===== src/rtl/ptimer.sv =====
module ptimer #(
  parameter int CNT_W    = 16,
  parameter int PRE_W    = 14,
  parameter int BUSY_CYC = 2
) (
  input  logic             clk,
  input  logic             rst_n,
  input  logic             ext_clk,
  input  logic             wr_en,
  input  logic [1:0]       addr,
  input  logic [CNT_W-1:0] wr_data,
  output logic [CNT_W-1:0] rd_data,
  output logic             cmpa_pulse,
  output logic             cmpb_pulse,
  output logic             pwm_out
);

  localparam int BW = $clog2(BUSY_CYC + 1);
  localparam logic [3:0] EXT_SEL = 4'hF;
  localparam logic [1:0] A_CTL = 2'd0, A_CMPA = 2'd1, A_CMPB = 2'd2, A_CNT = 2'd3;
  localparam int B_RUN = 4, B_ONE = 5, B_BUF = 6, B_CLR = 7, B_BUSY = 8;

  logic [3:0]       clk_sel;
  logic             run, one_shot, buf_en;
  logic [BW-1:0]    busy_cnt;
  logic [PRE_W-1:0] presc;
  logic [2:0]       ext_q;
  logic [CNT_W-1:0] cnt, cmpa, cmpb, sha, shb;

  wire busy     = busy_cnt != '0;
  wire ctl_wr   = wr_en && addr == A_CTL && !busy;
  wire clr      = ctl_wr && wr_data[B_CLR];
  wire wr_a     = wr_en && addr == A_CMPA;
  wire wr_b     = wr_en && addr == A_CMPB;
  wire ext_rise = ext_q[1] && !ext_q[2];

  wire [PRE_W-1:0] mask = ~({PRE_W{1'b1}} << clk_sel);
  wire tick  = run && ((clk_sel == EXT_SEL) ? ext_rise : ((presc & mask) == mask));
  wire wrap  = tick && cnt == cmpb;
  wire hit_a = tick && cnt == cmpa;

  always_ff @(posedge clk or negedge rst_n)
    if (!rst_n) ext_q <= '0;
    else        ext_q <= {ext_q[1:0], ext_clk};

  always_ff @(posedge clk or negedge rst_n)
    if (!rst_n)              presc <= '0;
    else if (!run || clr)    presc <= '0;
    else                     presc <= presc + PRE_W'(1);

  always_ff @(posedge clk or negedge rst_n)
    if (!rst_n) begin
      clk_sel  <= '0;
      run      <= 1'b0;
      one_shot <= 1'b0;
      buf_en   <= 1'b0;
    end else if (ctl_wr) begin
      clk_sel  <= wr_data[3:0];
      run      <= wr_data[B_RUN];
      one_shot <= wr_data[B_ONE];
      buf_en   <= wr_data[B_BUF];
    end else if (wrap && one_shot) begin
      run      <= 1'b0;
    end

  always_ff @(posedge clk or negedge rst_n)
    if (!rst_n)      busy_cnt <= '0;
    else if (ctl_wr) busy_cnt <= BW'(BUSY_CYC);
    else if (busy)   busy_cnt <= busy_cnt - BW'(1);

  always_ff @(posedge clk or negedge rst_n)
    if (!rst_n)             cnt <= '0;
    else if (clr || wrap)   cnt <= '0;
    else if (tick)          cnt <= cnt + CNT_W'(1);

  always_ff @(posedge clk or negedge rst_n)
    if (!rst_n) begin
      sha  <= '1;
      shb  <= '1;
      cmpa <= '1;
      cmpb <= '1;
    end else begin
      if (wr_a) sha <= wr_data;
      if (wr_b) shb <= wr_data;
      if (wr_a && !buf_en)     cmpa <= wr_data;
      else if (wrap && buf_en) cmpa <= sha;
      if (wr_b && !buf_en)     cmpb <= wr_data;
      else if (wrap && buf_en) cmpb <= shb;
    end

  always_ff @(posedge clk or negedge rst_n)
    if (!rst_n) begin
      cmpa_pulse <= 1'b0;
      cmpb_pulse <= 1'b0;
      pwm_out    <= 1'b1;
    end else begin
      cmpa_pulse <= hit_a;
      cmpb_pulse <= wrap;
      if (clr || wrap) pwm_out <= 1'b1;
      else if (hit_a)  pwm_out <= 1'b0;
    end

  always_comb begin
    rd_data = '0;
    case (addr)
      A_CTL: begin
        rd_data[3:0]  = clk_sel;
        rd_data[B_RUN] = run;
        rd_data[B_ONE] = one_shot;
        rd_data[B_BUF] = buf_en;
        rd_data[B_BUSY] = busy;
      end
      A_CMPA:  rd_data = sha;
      A_CMPB:  rd_data = shb;
      A_CNT:   rd_data = cnt;
      default: rd_data = '0;
    endcase
  end

endmodule



===== config.mk =====
export PLATFORM = sky130hd
export DESIGN_NAME = ptimer
export DESIGN_NICKNAME = d
export VERILOG_FILES = /design/src/rtl/ptimer.sv
export SDC_FILE = /design/constraint.sdc
export NUM_CORES = 1
export LEC_CHECK = 0
export ABC_AREA = 1
export BUFFER_PORTS_ARGS = -buffer_cell sky130_fd_sc_hd__buf_2
export CELL_PAD_IN_SITES_DETAIL_PLACEMENT = 1
export CELL_PAD_IN_SITES_GLOBAL_PLACEMENT = 2
export CORE_ASPECT_RATIO = 0.7
export CORE_MARGIN = 8
export CORE_UTILIZATION = 32
export DETAILED_ROUTE_END_ITERATION = 7
export MAX_ROUTING_LAYER = met4
export PLACE_DENSITY = 0.71
export SLEW_MARGIN = 30
export SYNTH_ARGS = -nofsm -noshare
export SYNTH_HDL_FRONTEND = slang
export SYNTH_SLANG_ARGS = --single-unit

===== constraint.sdc =====
create_clock -name clk -period 1.9 [get_ports clk]
set_clock_uncertainty 0.15 [all_clocks]
set_input_delay 0.19 -clock clk [delete_from_list [all_inputs] [get_ports clk]]
set_output_delay 0.19 -clock clk [all_outputs]
set_load 0.02 [all_outputs]

### Yosys cells after proc, flatten, opt, wreduce, memory -nomap -nowiden

Index checks and enable logic that the tools add are counted.

* bits of input ports: 22
* logic and storage cells: 73
* bits in registers: 109

* add/subtract/negate cells: 3
* equality and inequality tests: 7
* reduce and logical (&&, ||, !) cells: 27
* multiplexer cells: 18
* shifts and indexed selects: 1
* bitwise gates (word level): 2

Operators with widths (count)
* $mux 16: 6
* $eq 16x16->1: 2
* $pmux 7 s4: 1
* $pmux 7 s3: 1
* $add 16x1->16 const B: 1
* $add 14x1->14 const B: 1
* $and 14x14->14: 1
* $eq 14x14->1: 1
* $mux 14: 1
* $not 14->14: 1
* $reduce_bool 2->1: 7
* $shl 14x4->14 const A: 1
* $logic_and 1x1->1: 13
* $mux 1: 5
* $eq 2x2->1 const B: 2
* $eq 4x4->1 const B: 1
* $logic_not 1->1: 4
* $mux 2: 2
* $pmux 1 s4: 1
* $pmux 1 s3: 1
* $eq 2x1->1 const B: 1
* $logic_not 2->1: 1
* $logic_or 1x1->1: 2
* $sub 2x1->2 const B: 1

### Depth between registers and ports, before layout

* depth in word-level cells: 10
* mapped depth: 14

### Least setup slack after synthesis

No wires, ideal clock.

* path type: register -> register
* from: register presc[0]
* to: register presc[12]
* path slack: 0.106 ns
* library setup time: 0.077 ns
* data arrival time: 1.567 ns
* required time: 1.673 ns
* period minus slack after synthesis: 1.794 ns
* stages on the path, launching flop included: 8
* cells stage by stage: dfrtp_1 ha_1 nand3_1 nor4_1 nand3_1 nor3_1 nand3_1 a21oi_1

* longest elaborated chain between the ends: 2

RTL lines
* from (decl): RTL line 26 `logic [PRE_W-1:0] presc;`
* from (signal assigned): RTL line 49 `else presc <= presc + PRE_W'(1);`
* $add 14x1->14: RTL line 49
* $mux 14: RTL line 48 `else if (!run || clr) presc <= '0;`

Every way passes these cells.
A chain may end at the register's enable or synchronous reset.

### Final worst setup path

* from: register clk_sel[2]
* to: register cmpb[9]

* longest elaborated chain between the ends: 9
* elaborated cells between the ends (all ways): 10
* those cells by class: 2 x eq/ne; 1 x shift; 1 x mux; 2 x bitwise; 4 x reduce/logical

RTL lines
* from (decl): RTL line 23 `logic [3:0] clk_sel;`
* from (signal assigned): RTL line 58 `clk_sel <= wr_data[3:0];`
* $shl 14x4->14: RTL line 37 `wire [PRE_W-1:0] mask = ~({PRE_W{1'b1}} << clk_sel);`
* $not 14->14: RTL line 37
* $and 14x14->14: RTL line 38 `wire tick = run && ((clk_sel == EXT_SEL) ? ext_rise : ((presc & mask) == mask));`
* $eq 14x14->1: RTL line 38
* $mux 1 (*): RTL line 38
* $logic_and 1x1->1 (*): RTL line 38
* $logic_and 1x1->1 (*): RTL line 39 `wire wrap = tick && cnt == cmpb;`
* $logic_and 1x1->1 (*): RTL line 88 `else if (wrap && buf_en) cmpb <= shb;`
* $reduce_bool 2->1 (no source line) (*)
* to (signal assigned): RTL line 87 `if (wr_b && !buf_en) cmpb <= wr_data;`
* to (decl): RTL line 28 `logic [CNT_W-1:0] cnt, cmpa, cmpb, sha, shb;`

Every way passes the cells marked *; elsewhere a longest branch is shown, timed or not.

==> key figures <==
Floorplan
  – Die footprint: 24,110 um^2
  – Die Ht: 132.3 um
  – FP Rows: 42
  – Die Wd: 182.2 um
  – Initial Util: 32.70%
  – Core Area: 18,920 um^2
  – Num ports: 41

CTS
  – H-tree depth: 3
  – CTS tree: yes
  – Clk slew on worst S/H paths: 0.08 ns
  – CTS Buf Count: 9
  – Root buf cell: clkbuf_16
  – Clock buffer depth: 2
  – Worst-skew pair later-pin latency: 0.36 ns
  – TritonCTS sink count: 109

Yosys
  – Gate count of the mapped netlist: 815
  – Top post-synthesis cells by area: dfstp_2 28%, dfrtp_1 18%, nand2_1 15%, o21ai_0 6.4%, nand3_1 5.7%
  – Top cell type's share of synthesized area: 27.61%
  – Most used DFF post-synth: dfstp_2
  – Xor and xnor fraction of the mapped netlist area: 4.531%
  – Mux contribution to synthesized area: 0%
  – Post-Synth Adder-Cell Area: 0.6068%
  – Synthesized area: 6186 um^2
  – Synth Area in Simple Gates: 29.75%
  – Post-synth net total: 840
  – Post-synth ARST share: 100.0%
  – FF+latch count, synth: 109
  – Compound-Gate Fraction of Synth Area: 10.21%
  – Avg Cell Area, Syn: 7.590 um^2
  – Synth area leader: dfstp_2
  – Main combinational cell family by area after synthesis: simple AND/OR/NAND/NOR gates
  – Yosys cell types: 36
  – Post-synth EDFFs: 0
  – Sequential share of the synthesized area: 45.41%
  – YS warnings: 0

Power
  – Power share of the sequential group: 42.1%
  – Net Sw Power: 3.338 mW
  – Share of total power in combinational logic: 37.0%
  – Clock share of power: 20.9%
  – Leak pwr: 3.963 nW
  – Peak VDD IR: 0.5415 mV
  – Pwr Density: 1082 nW/um^2
  – Switching Share: 37.00%
  – Cell internal pwr: 5.684 mW
  – Power Total: 9.022 mW

Layout
  – Fraction of layout cells with a size suffix above 1: 34.79%
  – Synthesis-to-layout area growth: 34.81%
  – ANT cells: 0
  – Final-layout fill cell count: 2,294
  – Final net count: 983
  – Fin util: 44.08%

Detailed routing
  – DR vias: 5,990
  – Final ANT Viol Nets: 0
  – 1st-iter DRT viols: 346
  – Post-Route WL: 22,280 um
  – Via/cell ratio: 4.971
  – Post-detailed-route wirelength per cell: 18.49 um
  – Drt drc: 0
  – Drt pass-1 iters: 4

Timing
  – Unrepaired setup endpoints after global routing: true
  – Fin crit share: 107.4%
  – Worst-margin pin slew: 0.5265 ns
  – Relative slew slack: 64.53%
  – Final WS setup: -0.1413 ns
  – Max Clk Rate: 489.9 MHz
  – Max Transition Viols Final: 0
  – Crit path time final: 2.041 ns
  – Hold Vio Cnt, Final: 0
  – Final setup fails: 44

GRT
  – Number of global-route vias before repair: 6,623
  – First-pass GRT wire length: 35,820 um
  – Total gr overflow: 0
  – Initial antenna violation count: 0
  – Largest net degree at the start of global routing: 49
  – All-Layer GR Usage: 19.25%

Min path
  – Hold Path Class: input pin to flop

Setup path
  – CP Max Fanout: 8
  – Max incr delay on CP: 0.48 ns
  – Worst EP arrival: 2.19 ns
  – R2r setup slk: -0.14 ns
  – CP Data Required Time: 2.05 ns
  – Cell Chain, Critical Path: nor2_4 > nand2_1 > nand2_1 > nand3_1 > nor2_1 > nand3_1 > nand2_4 > nand4_4 > buf_12 > nand2_8 > buf_12 > nand2_4 > nand2_2
  – Crit Path Class: flop to flop
  – Slowest CP cell: dfrtp_2
  – Setup crit start kind: flop
  – Critical Path End Type: flop

Placed design
  – RD Place Congestion: 0.8649
  – Number of port buffers: 40
  – Hpwl dp: 16,960 um

Run status
  – Outcome: complete, but fails checks
  – Failing checks: negative setup slack

Flow run
  – Max cap viols: 0
## power by group through the flow
stage | logic [mW] | clock network, mW | registers (mW)
after floorplan | 1.76 | 0 | 3.63
after global placement | 2.91 | 0 | 3.73
after detailed placement | 3.01 | 0 | 3.78
after CTS | 3.14 | 1.96 | 3.76
after global routing | 3.75 | 2.02 | 3.88
final | 3.34 | 1.88 | 3.80
## routing by layer
layer / part of all wire [%] / vias up / GRT usage (%)
met4: 1.1 / 0 / 4.405
met2: 46 / 75 / 30.04
li1: - / 2918 / -
met1: 49 / 2982 / 25.39
met5: 0 / - / -
met3: 3.3 / 15 / 3.827
## cell usage after synthesis, types with 12 or more instances
master / number
nand4_1: 24
xor2_1: 16
inv_1: 86
buf_2: 16
o21ai_1: 12
nand2_1: 250
dfrtp_1: 44
inv_2: 12
dfstp_2: 65
o21ai_0: 79
clkbuf_1: 14
nand3_1: 71
xnor2_1: 16
a21oi_1: 13
nor2_1: 31
## through the flow
stage | worst slack, ns | TNS, ns | instances | hold slack, ns | instance area [um^2]
3_5_place_dp | -0.1786 | -6.764 | 1160 | -0.01837 | 7353
5_1_grt | -0.2581 | -9.103 | 1205 | 0.05377 | 8339
2_1_floorplan | 0.1058 | 0 | 815 | -0.2556 | 6186
3_3_place_gp | -0.07930 | -2.846 | 1160 | -0.02940 | 7353
4_1_cts | -0.1120 | -2.845 | 1196 | 0.006435 | 7919
6_report | -0.1413 | -3.019 | 1205 | 0.01449 | 8339
## registers in the layout, indices dropped and copies added (netlist names)
register / cells
cmpa: 16
cmpb: 16
cnt: 16
sha: 16
shb: 16
presc: 14
clk_sel: 4
ext_q: 3
busy_cnt: 2
buf_en: 1
cmpa_pulse: 1
cmpb_pulse: 1
one_shot: 1
pwm_out: 1
run: 1
## final cells by class
| cell class | instances | area, um^2 | area share, % |
|---|---|---|---|
| multi-input cells | 568 | 3148 | 37.75 |
| flip-flops and latches | 109 | 2814 | 33.74 |
| repair buffers | 172 | 1413 | 16.94 |
| inverters | 98 | 377.9 | 4.531 |
| well taps | 242 | 302.8 | 3.631 |
| clock buffers | 10 | 239.0 | 2.866 |
| clock inverters | 6 | 45.04 | 0.5401 |
## cell families (layout without fill, tap and decap cells)
family | after synthesis | in the layout
AO/OA/AOI/OAI | 118 | 118
XOR/XNOR | 32 | 32
adder cells (fa/ha/maj) | 3 | 3
buffers and inverters | 139 | 286
flip-flops | 109 | 109
AND/OR/NAND/NOR | 414 | 415
## critical path, delay by kind of cell, from the launching register on
kind | cells | cell delay, ns
buf+inv | 2 | 0.33
flops | 1 | 0.48
simple gates | 11 | 1.01
## path summary, 6_finish.rpt
kind / depth (start not counted) / to / from
max: 13 / cmpb[9] / clk_sel[2]
min: 3 / sha[8] / wr_data[8]
max reg2reg: 13 / cmpb[9] / clk_sel[2]
min reg2reg: 0 / ext_q[1] / ext_q[0]
max in group asynchronous: 3 / pwm_out / rst_n
min in group asynchronous: 2 / busy_cnt[0] / rst_n
## placed cells by master (no fill, tap or decap), drive strengths merged, types with 3 or more instances in the layout
cell type,synthesis,routed
a21oi,13,13
buf,27,156
clkbuf,14,11
clkinv,0,4
dfrtp,44,44
dfstp,65,65
dlygate4sd3,0,15
ha,3,3
inv,98,100
nand2,254,255
nand3,71,71
nand4,25,25
nor2,38,38
nor3,10,10
nor3b,4,4
nor4,6,6
o211ai,4,4
o21ai,91,91
o221ai,4,4
or2,6,6
xnor2,16,16
xor2,16,16
## timing repair
action,4_1_cts,5_1_grt
setup buffers,5,7
hold buffers,15,0
pin swaps,10,22
gates cloned,0,2
gates resized for setup,29,87
setup endpoints to repair,68,75
endpoints found under the hold margin,83,0
Note: power is estimated with default switching activity, not from simulation.
